<file path="src/rtl/hall_comm_pkg.sv">
package hall_comm_pkg;

    localparam int NPH       = 3;
    localparam int HALL_BITS = 3;

    typedef enum logic [1:0] {
        PH_A = 2'd0,
        PH_B = 2'd1,
        PH_C = 2'd2
    } phase_e;

    typedef logic [HALL_BITS-1:0] hall_code_t;

    typedef struct packed {
        logic   legal;
        phase_e hi;
        phase_e lo;
    } sector_t;

    typedef struct packed {
        logic [NPH-1:0] hs;
        logic [NPH-1:0] ls;
    } gate_t;

    function automatic logic [NPH-1:0] phase_bit(input phase_e p);
        logic [NPH-1:0] one;
        one = {{(NPH-1){1'b0}}, 1'b1};
        return one << p;
    endfunction

    // Forward sector table; reverse rotation swaps the two roles.
    function automatic sector_t decode_sector(input hall_code_t code, input logic fwd);
        sector_t s;
        s.legal = 1'b1;
        s.hi    = PH_A;
        s.lo    = PH_B;
        unique case (code)
            3'b101:  begin s.hi = PH_A; s.lo = PH_C; end
            3'b100:  begin s.hi = PH_B; s.lo = PH_C; end
            3'b110:  begin s.hi = PH_B; s.lo = PH_A; end
            3'b010:  begin s.hi = PH_C; s.lo = PH_A; end
            3'b011:  begin s.hi = PH_C; s.lo = PH_B; end
            3'b001:  begin s.hi = PH_A; s.lo = PH_B; end
            default: s.legal = 1'b0;
        endcase
        if (!fwd) begin
            phase_e t;
            t    = s.hi;
            s.hi = s.lo;
            s.lo = t;
        end
        return s;
    endfunction

    function automatic gate_t gate_pattern(input sector_t s, input logic on, input logic slow);
        gate_t g;
        g.hs = '0;
        g.ls = '0;
        if (s.legal) begin
            if (on) begin
                g.hs = phase_bit(s.hi);
                g.ls = phase_bit(s.lo);
            end else if (slow) begin
                g.ls = phase_bit(s.hi) | phase_bit(s.lo);
            end else begin
                g.ls = phase_bit(s.hi);
            end
        end
        return g;
    endfunction

endpackage

</file>
<file path="src/rtl/hall_sync.sv">
module hall_sync #(
    parameter int STAGES = 2,
    parameter int WIDTH  = 3
) (
    input  logic             clk,
    input  logic             rst,
    input  logic [WIDTH-1:0] din,
    output logic [WIDTH-1:0] dout,
    output logic             primed
);
    logic [WIDTH-1:0] stage_q [STAGES];
    logic [STAGES-1:0] fill_q;

    for (genvar i = 0; i < STAGES; i++) begin : g_stage
        if (i == 0) begin : g_first
            always_ff @(posedge clk) begin
                if (rst) begin
                    stage_q[0] <= '0;
                    fill_q[0]  <= 1'b0;
                end else begin
                    stage_q[0] <= din;
                    fill_q[0]  <= 1'b1;
                end
            end
        end else begin : g_next
            always_ff @(posedge clk) begin
                if (rst) begin
                    stage_q[i] <= '0;
                    fill_q[i]  <= 1'b0;
                end else begin
                    stage_q[i] <= stage_q[i-1];
                    fill_q[i]  <= fill_q[i-1];
                end
            end
        end
    end

    assign dout   = stage_q[STAGES-1];
    assign primed = fill_q[STAGES-1];

endmodule

</file>
<file path="src/rtl/sector_decoder.sv">
module sector_decoder
    import hall_comm_pkg::*;
(
    input  hall_code_t code,
    input  logic       fwd,
    output sector_t    sector
);
    always_comb sector = decode_sector(code, fwd);
endmodule

</file>
<file path="src/rtl/comm_tracker.sv">
module comm_tracker
    import hall_comm_pkg::*;
(
    input  logic       clk,
    input  logic       rst,
    input  logic       primed,
    input  logic       legal,
    input  hall_code_t code,
    output logic       strobe
);
    hall_code_t last_q;
    logic       have_last_q;
    logic       strobe_q;

    always_ff @(posedge clk) begin
        if (rst) begin
            last_q      <= '0;
            have_last_q <= 1'b0;
            strobe_q    <= 1'b0;
        end else if (primed && legal) begin
            strobe_q    <= have_last_q && (code != last_q);
            last_q      <= code;
            have_last_q <= 1'b1;
        end else begin
            strobe_q    <= 1'b0;
        end
    end

    assign strobe = strobe_q;
endmodule

</file>
<file path="src/rtl/gate_stage.sv">
module gate_stage
    import hall_comm_pkg::*;
(
    input  logic    clk,
    input  logic    rst,
    input  logic    primed,
    input  sector_t sector,
    input  logic    chop_on,
    input  logic    slow,
    output gate_t   gates,
    output logic    invalid
);
    gate_t gates_q;
    logic  invalid_q;
    logic  drive_q;

    always_ff @(posedge clk) begin
        if (rst) begin
            gates_q   <= '0;
            invalid_q <= 1'b0;
            drive_q   <= 1'b0;
        end else if (!primed) begin
            gates_q   <= '0;
            invalid_q <= 1'b0;
            drive_q   <= 1'b0;
        end else begin
            gates_q   <= gate_pattern(sector, chop_on, slow);
            invalid_q <= !sector.legal;
            drive_q   <= sector.legal;
        end
    end

    assign gates   = gates_q;
    assign invalid = invalid_q;

    AST_NO_SHOOT_THROUGH: assert property (@(posedge clk) disable iff (rst)
        (gates_q.hs & gates_q.ls) == '0);
    AST_INVALID_COAST: assert property (@(posedge clk) disable iff (rst)
        invalid_q |-> (gates_q.hs == '0 && gates_q.ls == '0));
    AST_ON_PAIR: assert property (@(posedge clk) disable iff (rst)
        (drive_q && $past(chop_on)) |->
        ($countones(gates_q.hs) == 1 && $countones(gates_q.ls) == 1));
    AST_SLOW_DECAY: assert property (@(posedge clk) disable iff (rst)
        (drive_q && !$past(chop_on) && $past(slow)) |->
        (gates_q.hs == '0 && $countones(gates_q.ls) == 2));
    AST_FAST_DECAY: assert property (@(posedge clk) disable iff (rst)
        (drive_q && !$past(chop_on) && !$past(slow)) |->
        (gates_q.hs == '0 && $countones(gates_q.ls) == 1));
endmodule

</file>
<file path="src/rtl/hall_commutator.sv">
module hall_commutator
    import hall_comm_pkg::*;
#(
    parameter int SYNC_STAGES = 2
) (
    input  logic       clk,
    input  logic       rst,
    input  logic [2:0] hall_in,
    input  logic       dir,
    input  logic       decay_slow,
    input  logic       chop_on,
    output logic [2:0] hs_req,
    output logic [2:0] ls_req,
    output logic       hall_invalid,
    output logic       comm_strobe
);
    hall_code_t hall_s;
    logic       primed;
    sector_t    sector;
    gate_t      gates;

    hall_sync #(.STAGES(SYNC_STAGES), .WIDTH(HALL_BITS)) u_sync (
        .clk    (clk),
        .rst    (rst),
        .din    (hall_in),
        .dout   (hall_s),
        .primed (primed)
    );

    sector_decoder u_dec (
        .code   (hall_s),
        .fwd    (dir),
        .sector (sector)
    );

    gate_stage u_gate (
        .clk     (clk),
        .rst     (rst),
        .primed  (primed),
        .sector  (sector),
        .chop_on (chop_on),
        .slow    (decay_slow),
        .gates   (gates),
        .invalid (hall_invalid)
    );

    comm_tracker u_trk (
        .clk    (clk),
        .rst    (rst),
        .primed (primed),
        .legal  (sector.legal),
        .code   (hall_s),
        .strobe (comm_strobe)
    );

    assign hs_req = gates.hs;
    assign ls_req = gates.ls;

    AST_STROBE_LEGAL: assert property (@(posedge clk) disable iff (rst)
        comm_strobe |-> !hall_invalid);
    AST_RESET_QUIET: assert property (@(posedge clk)
        $past(rst) |-> (hs_req == '0 && ls_req == '0 && !comm_strobe));
endmodule

</file>
<file path="config.mk">
export PLATFORM = sky130hd
export DESIGN_NAME = hall_commutator
export DESIGN_NICKNAME = d
export VERILOG_FILES = /design/src/rtl/hall_comm_pkg.sv /design/src/rtl/hall_sync.sv /design/src/rtl/sector_decoder.sv /design/src/rtl/comm_tracker.sv /design/src/rtl/gate_stage.sv /design/src/rtl/hall_commutator.sv
export SDC_FILE = /design/constraint.sdc
export NUM_CORES = 1
export LEC_CHECK = 0
export ABC_AREA = 1
export BUFFER_PORTS_ARGS = -buffer_cell sky130_fd_sc_hd__buf_4
export CORE_AREA = 2 2 46 48
export CTS_CLUSTER_SIZE = 16
export DETAILED_ROUTE_END_ITERATION = 8
export DIE_AREA = 0 0 48 50
export GPL_ROUTABILITY_DRIVEN = 0
export GPL_TIMING_DRIVEN = 0
export HOLD_SLACK_MARGIN = 0.15
export PLACE_DENSITY_LB_ADDON = 0.05
export RECOVER_POWER = 100
export SETUP_SLACK_MARGIN = 0.1
export SYNTH_ARGS = -nofsm -noshare
export SYNTH_HDL_FRONTEND = slang
export SYNTH_SLANG_ARGS = --single-unit
</file>
<file path="constraint.sdc">
create_clock -name clk -period 1 [get_ports clk]
set_clock_uncertainty 0.05 [all_clocks]
set_input_delay 0.15 -clock clk [delete_from_list [all_inputs] [get_ports clk]]
set_output_delay 0.15 -clock clk [all_outputs]
set_load 0.005 [all_outputs]
</file>
; ---- After elaboration in Yosys (flattened, before gate mapping)
; Memories as Yosys holds them, arrays and structs flattened.
; Cells that the tools add are included.
[word_totals]
ff_bits = 14
mem_bits_rw = 6
input_bits = 8
output_inout_bits = 8
mem_count = 1
[mem_list]
columns = name, depth, word_bits, rd, rd_ports_with_merged_regs, write_ports, line_no
row1 = u_sync.stage_q, 2, 3, 2, 0, 2, hall_sync.sv:11  ; logic [WIDTH-1:0] stage_q [STAGES];
[op_classes]
n_eq_ne = 7
shifts = 2
n_mux = 10
bitwise_logic = 7
n_reduce_logical = 8
[ops]
columns = op, count
row1 = $pmux W4 S5, 1
row2 = $mux W3, 4
row3 = $eq A3 B3 Y1 const B, 3
row4 = $eq A3 B2 Y1 const B, 2
row5 = $reduce_or A6 Y1, 1
row6 = $shl A1 B2 Y3 const A, 2
row7 = $mux W1, 4
row8 = $mux W4, 1
row9 = $not A1 Y1, 4
row10 = $reduce_or A2 Y1, 2
row11 = $reduce_or A4 Y1, 1
row12 = $eq A3 B1 Y1 const B, 1
row13 = $ne A3 B3 Y1, 1
row14 = $or A3 B3 Y3, 1
row15 = $reduce_or A3 Y1, 1
row16 = $logic_and A1 B1 Y1, 2
row17 = $or A1 B1 Y1, 2
row18 = $logic_not A1 Y1, 1

; ---- Logic depth before layout (Yosys ltp)
[depth]
ltp_word = 7
depth_mapped = 8
depth_no_buf = 8

; ---- Cells and area by module
; Synthesis repeated with hierarchy kept, for this count alone.
[unflattened]
hier_cells = 108
hier_area_um2 = 789.5
[modules_own_cells]
columns = module, n_inst, cells_each, area_per_inst_um2, seq_area_each_um2
row1 = gate_stage, 1, 37, 266.5, 140.1
row2 = hall_sync, 1, 24, 227.7, 160.2
row3 = comm_tracker, 1, 30, 215.2, 100.1
row4 = sector_decoder, 1, 17, 80.1, 0.0

; ---- Worst setup path before layout
; No wires, ideal clock.
[synth_path]
kind = reg2reg
from = mem u_sync.stage_q[1][2]
to = reg u_trk.last_q[1]
setup_ps = 68
arrival_ps = 931
t_required_ps = 882
path_slack_ps = -49
path_stages_with_launch = 7
path_buffers = 1
synth_period_minus_slack_ps = 1049
path_cell_list = dfxtp_1 -> buf_6 -> o21ai_1 -> nand2_4 -> nand2_4 -> nand2_2 -> a21oi_2
[synth_lines]
columns = element, line_no
row1 = from (decl), hall_sync.sv:11
row2 = to (signal assigned), comm_tracker.sv:22  ; last_q <= code;
row3 = to (decl), comm_tracker.sv:11  ; hall_code_t last_q;

==> flow_summary.ini <==
[global_routing]
grt_max_degree = 13
antenna_found_initial = 0
globalRouteTotalUtil_pct = 15.7
grt_pass1_wl_microns = 2660
grt_pass1_vias = 611
overflow = 0

[setup_path]
cp.arrival_ns = 1.31
crit_path_cell_trace = inv_4 > nand2_4 > nand2_1 > o21ai_2 > nand3_2 > a21oi_2
path_buf_inv = 1
critPathSlowestCell = dfxtp_4
slowest_delay_ns = 0.45
critPathLaunchType = register
ff2ff_path_depth = 6
path_depth = 6
cp_top_family = flip-flops
crit_required_ns = 1.19
critPathMaxFanout = 7
crit_path_end_kind = register
path_class = reg2reg

[drt]
route.vias.total = 721
ant_nets = 0
wl_microns = 1730
via_per_inst = 4.53
drc = 0
drt_iter0_markers = 11
wl_per_cell_microns = 10.9
dr.pass1.iters = 2

[timing]
rsz0062_at_grt = yes
worstMarginPinSlew_ns = 0.508
fmax_mhz = 896
timing.final.ws_setup_ns = -0.117
setup_viol = 12
slew_violations = 0
period_needed_ns = 1.12
fin_crit_sh_pct = 112
finalHoldViolations = 0
tns_ns = -1.12
max-slew-margin-rel_pct = 66.1

[synthesis]
synthTopCellsByArea = dfxtp_1 49%, nand2_1 9.6%, inv_1 6.4%, nor2_1 6.4%, a21oi_2 4.3%
synth_top_cell_area_share_pct = 48.6
synthDistinctLibCells = 22
synth_seq_area_share_pct = 48.6
synthCells = 102
synth_area_per_cell_sq_um = 8.07
yosysWarnings = 0
syn-cell-area_sq_um = 823
syn_nets = 110
ys_seq_elements = 20
synth_top_cell_by_area = dfxtp_1

[pwr]
peakVddDrop_v = 0.00108
p_int_w = 0.00134
power_density_nw_per_um2 = 1390
p_leak_nw = 0.565
p_sw_share_pct = 23.3
pwr-share-clk_pct = 37.7
combPwrFrac_pct = 14.2
seqPwrFrac_pct = 48.1
power.switching_w = 0.000408

[clock_network]
cts_tree = built
cts_buffer_depth = 2
insertion_delay_ns = 0.30
cts.sinks = 20
clk_pin_slew_ns = 0.11
cts_buffers = 3
cts_htree_levels = 1
root_buffer = clkbuf_4

[die]
pin_count = 16
dieWidth_microns = 48
rows = 16
die-area_sq_um = 2400
initial_core_util_pct = 43.3
die_y_microns = 50
core_area_sq_um = 1900

[finish]
layout-drive-gt1-share_pct = 47.0
area_growth_pct = 53.0
post-route-util_pct = 66.3
diodes = 0
final_common_cell = dfxtp_1
layout_common_cells = 14 x dfxtp_1, 12 x inv_1, 12 x nor2_1, 11 x nand2_1
final_nets = 141

[flow_run]
max_cap_viol_count = 0

[placed_design]
dp_hpwl_microns = 1040
port_buffers = 15

[status]
status = complete, but fails checks
violations = negative setup slack

[worst_hold_path]
worstHoldPathCells = 4
min_path_type = in2reg
stage by stage:
step | hold WS [ns] | cells | worst slack, ns | total power, W | area, sq um
floorplan | 0.186 | 102 | 0.00661 | 0.000961 | 831
detailed placement | 0.300 | 144 | -0.0965 | 0.00101 | 977
finish | 0.175 | 159 | -0.117 | 0.00175 | 1260
global route | 0.160 | 159 | -0.191 | 0.00182 | 1260
CTS | 0.155 | 158 | -0.103 | 0.00172 | 1170
global placement | 0.303 | 144 | -0.0856 | 0.00101 | 977
worst paths after layout:
| path | start | to | slack, ns |
|---|---|---|---|
| max | u_sync.stage_q[1][1]$_SDFF_PP0_ | u_gate.gates[0]$_SDFF_PP0_ | -0.12 |
| min reg2reg | u_sync.stage_q[0][1]$_SDFF_PP0_ | u_sync.stage_q[1][1]$_SDFF_PP0_ | 0.35 |
| min | rst | u_gate.gates[5]$_SDFF_PP0_ | 0.17 |
| max reg2reg | u_sync.stage_q[1][1]$_SDFF_PP0_ | u_gate.gates[0]$_SDFF_PP0_ | -0.12 |
cell usage after synthesis:
cell type,number
nand3_1,6
nor2_1,14
dfxtp_1,20
o21ai_2,1
buf_6,1
o211ai_1,1
nand2_1,21
nand3_4,1
clkbuf_1,1
nand2_2,4
nor3_1,1
a21oi_2,4
o21ai_0,2
nand4_2,1
inv_2,1
o21ai_1,2
xor2_1,1
nor3_2,1
nand2_4,2
inv_1,14
nand3b_1,1
a21oi_1,2
per-layer routing:
metal  up-vias  wire length [microns]  track usage (%)
li1        375                      -                -
met1       327                    781             20.5
met2        17                    863             24.0
met3         2                     71             3.30
met4         0                     14             6.76
met5         -                      0                0
final cells by class:
| class | instances | area (sq um) |
|---|---|---|
| multi-input cells | 65 | 450 |
| well taps | 27 | 33.8 |
| plain buffers | 2 | 15.0 |
| flip-flops and latches | 20 | 410 |
| inverters | 15 | 58.8 |
| repair buffers | 26 | 239 |
| clock buffers | 3 | 22.5 |
| clock inverters | 1 | 30.0 |
| fillers | 155 | 642 |
cell families after synthesis:
group	count (synthesis)	share of synthesized area, %
flops	20	48.6
buf+inv	17	8.66
xor+xnor	1	1.06
compound gates	12	9.88
simple gates	52	31.8
state kept, by name, summed over array words and instances (netlist names):
signal	count
u_gate.invalid	1
u_sync.primed	1
u_trk.have_last_q	1
u_trk.strobe	1
u_sync.stage_q	6
u_sync.fill_q	1
u_gate.gates	6
u_trk.last_q	3
power groups by stage:
| stage | Sequential [W] | Combinational (W) | Clock (W) |
|---|---|---|---|
| 2_1_floorplan | 0.000853 | 0.000108 | 0 |
| 3_3_place_gp | 0.000855 | 0.000156 | 0 |
| 3_5_place_dp | 0.000855 | 0.000158 | 0 |
| 4_1_cts | 0.000839 | 0.000209 | 0.000674 |
| 5_1_grt | 0.000843 | 0.000269 | 0.000713 |
| 6_report | 0.000840 | 0.000249 | 0.000659 |
what timing repair did:
action	4_1_cts	5_1_grt
gates resized for setup	15	27
setup buffers	2	1
hold buffers	7	0
hold endpoints to repair	11	0
pin swaps	6	13
cloned	1	0
endpoints found under the setup margin	20	20
worst reg2reg max path: stages, from the launching register on:
cell and delay, ns:
dfxtp_4 0.45, inv_4 0.07, nand2_4 0.09, nand2_1 0.08
o21ai_2 0.11, nand3_2 0.11, a21oi_2 0.12
Note: power is estimated with default switching activity, not from simulation.
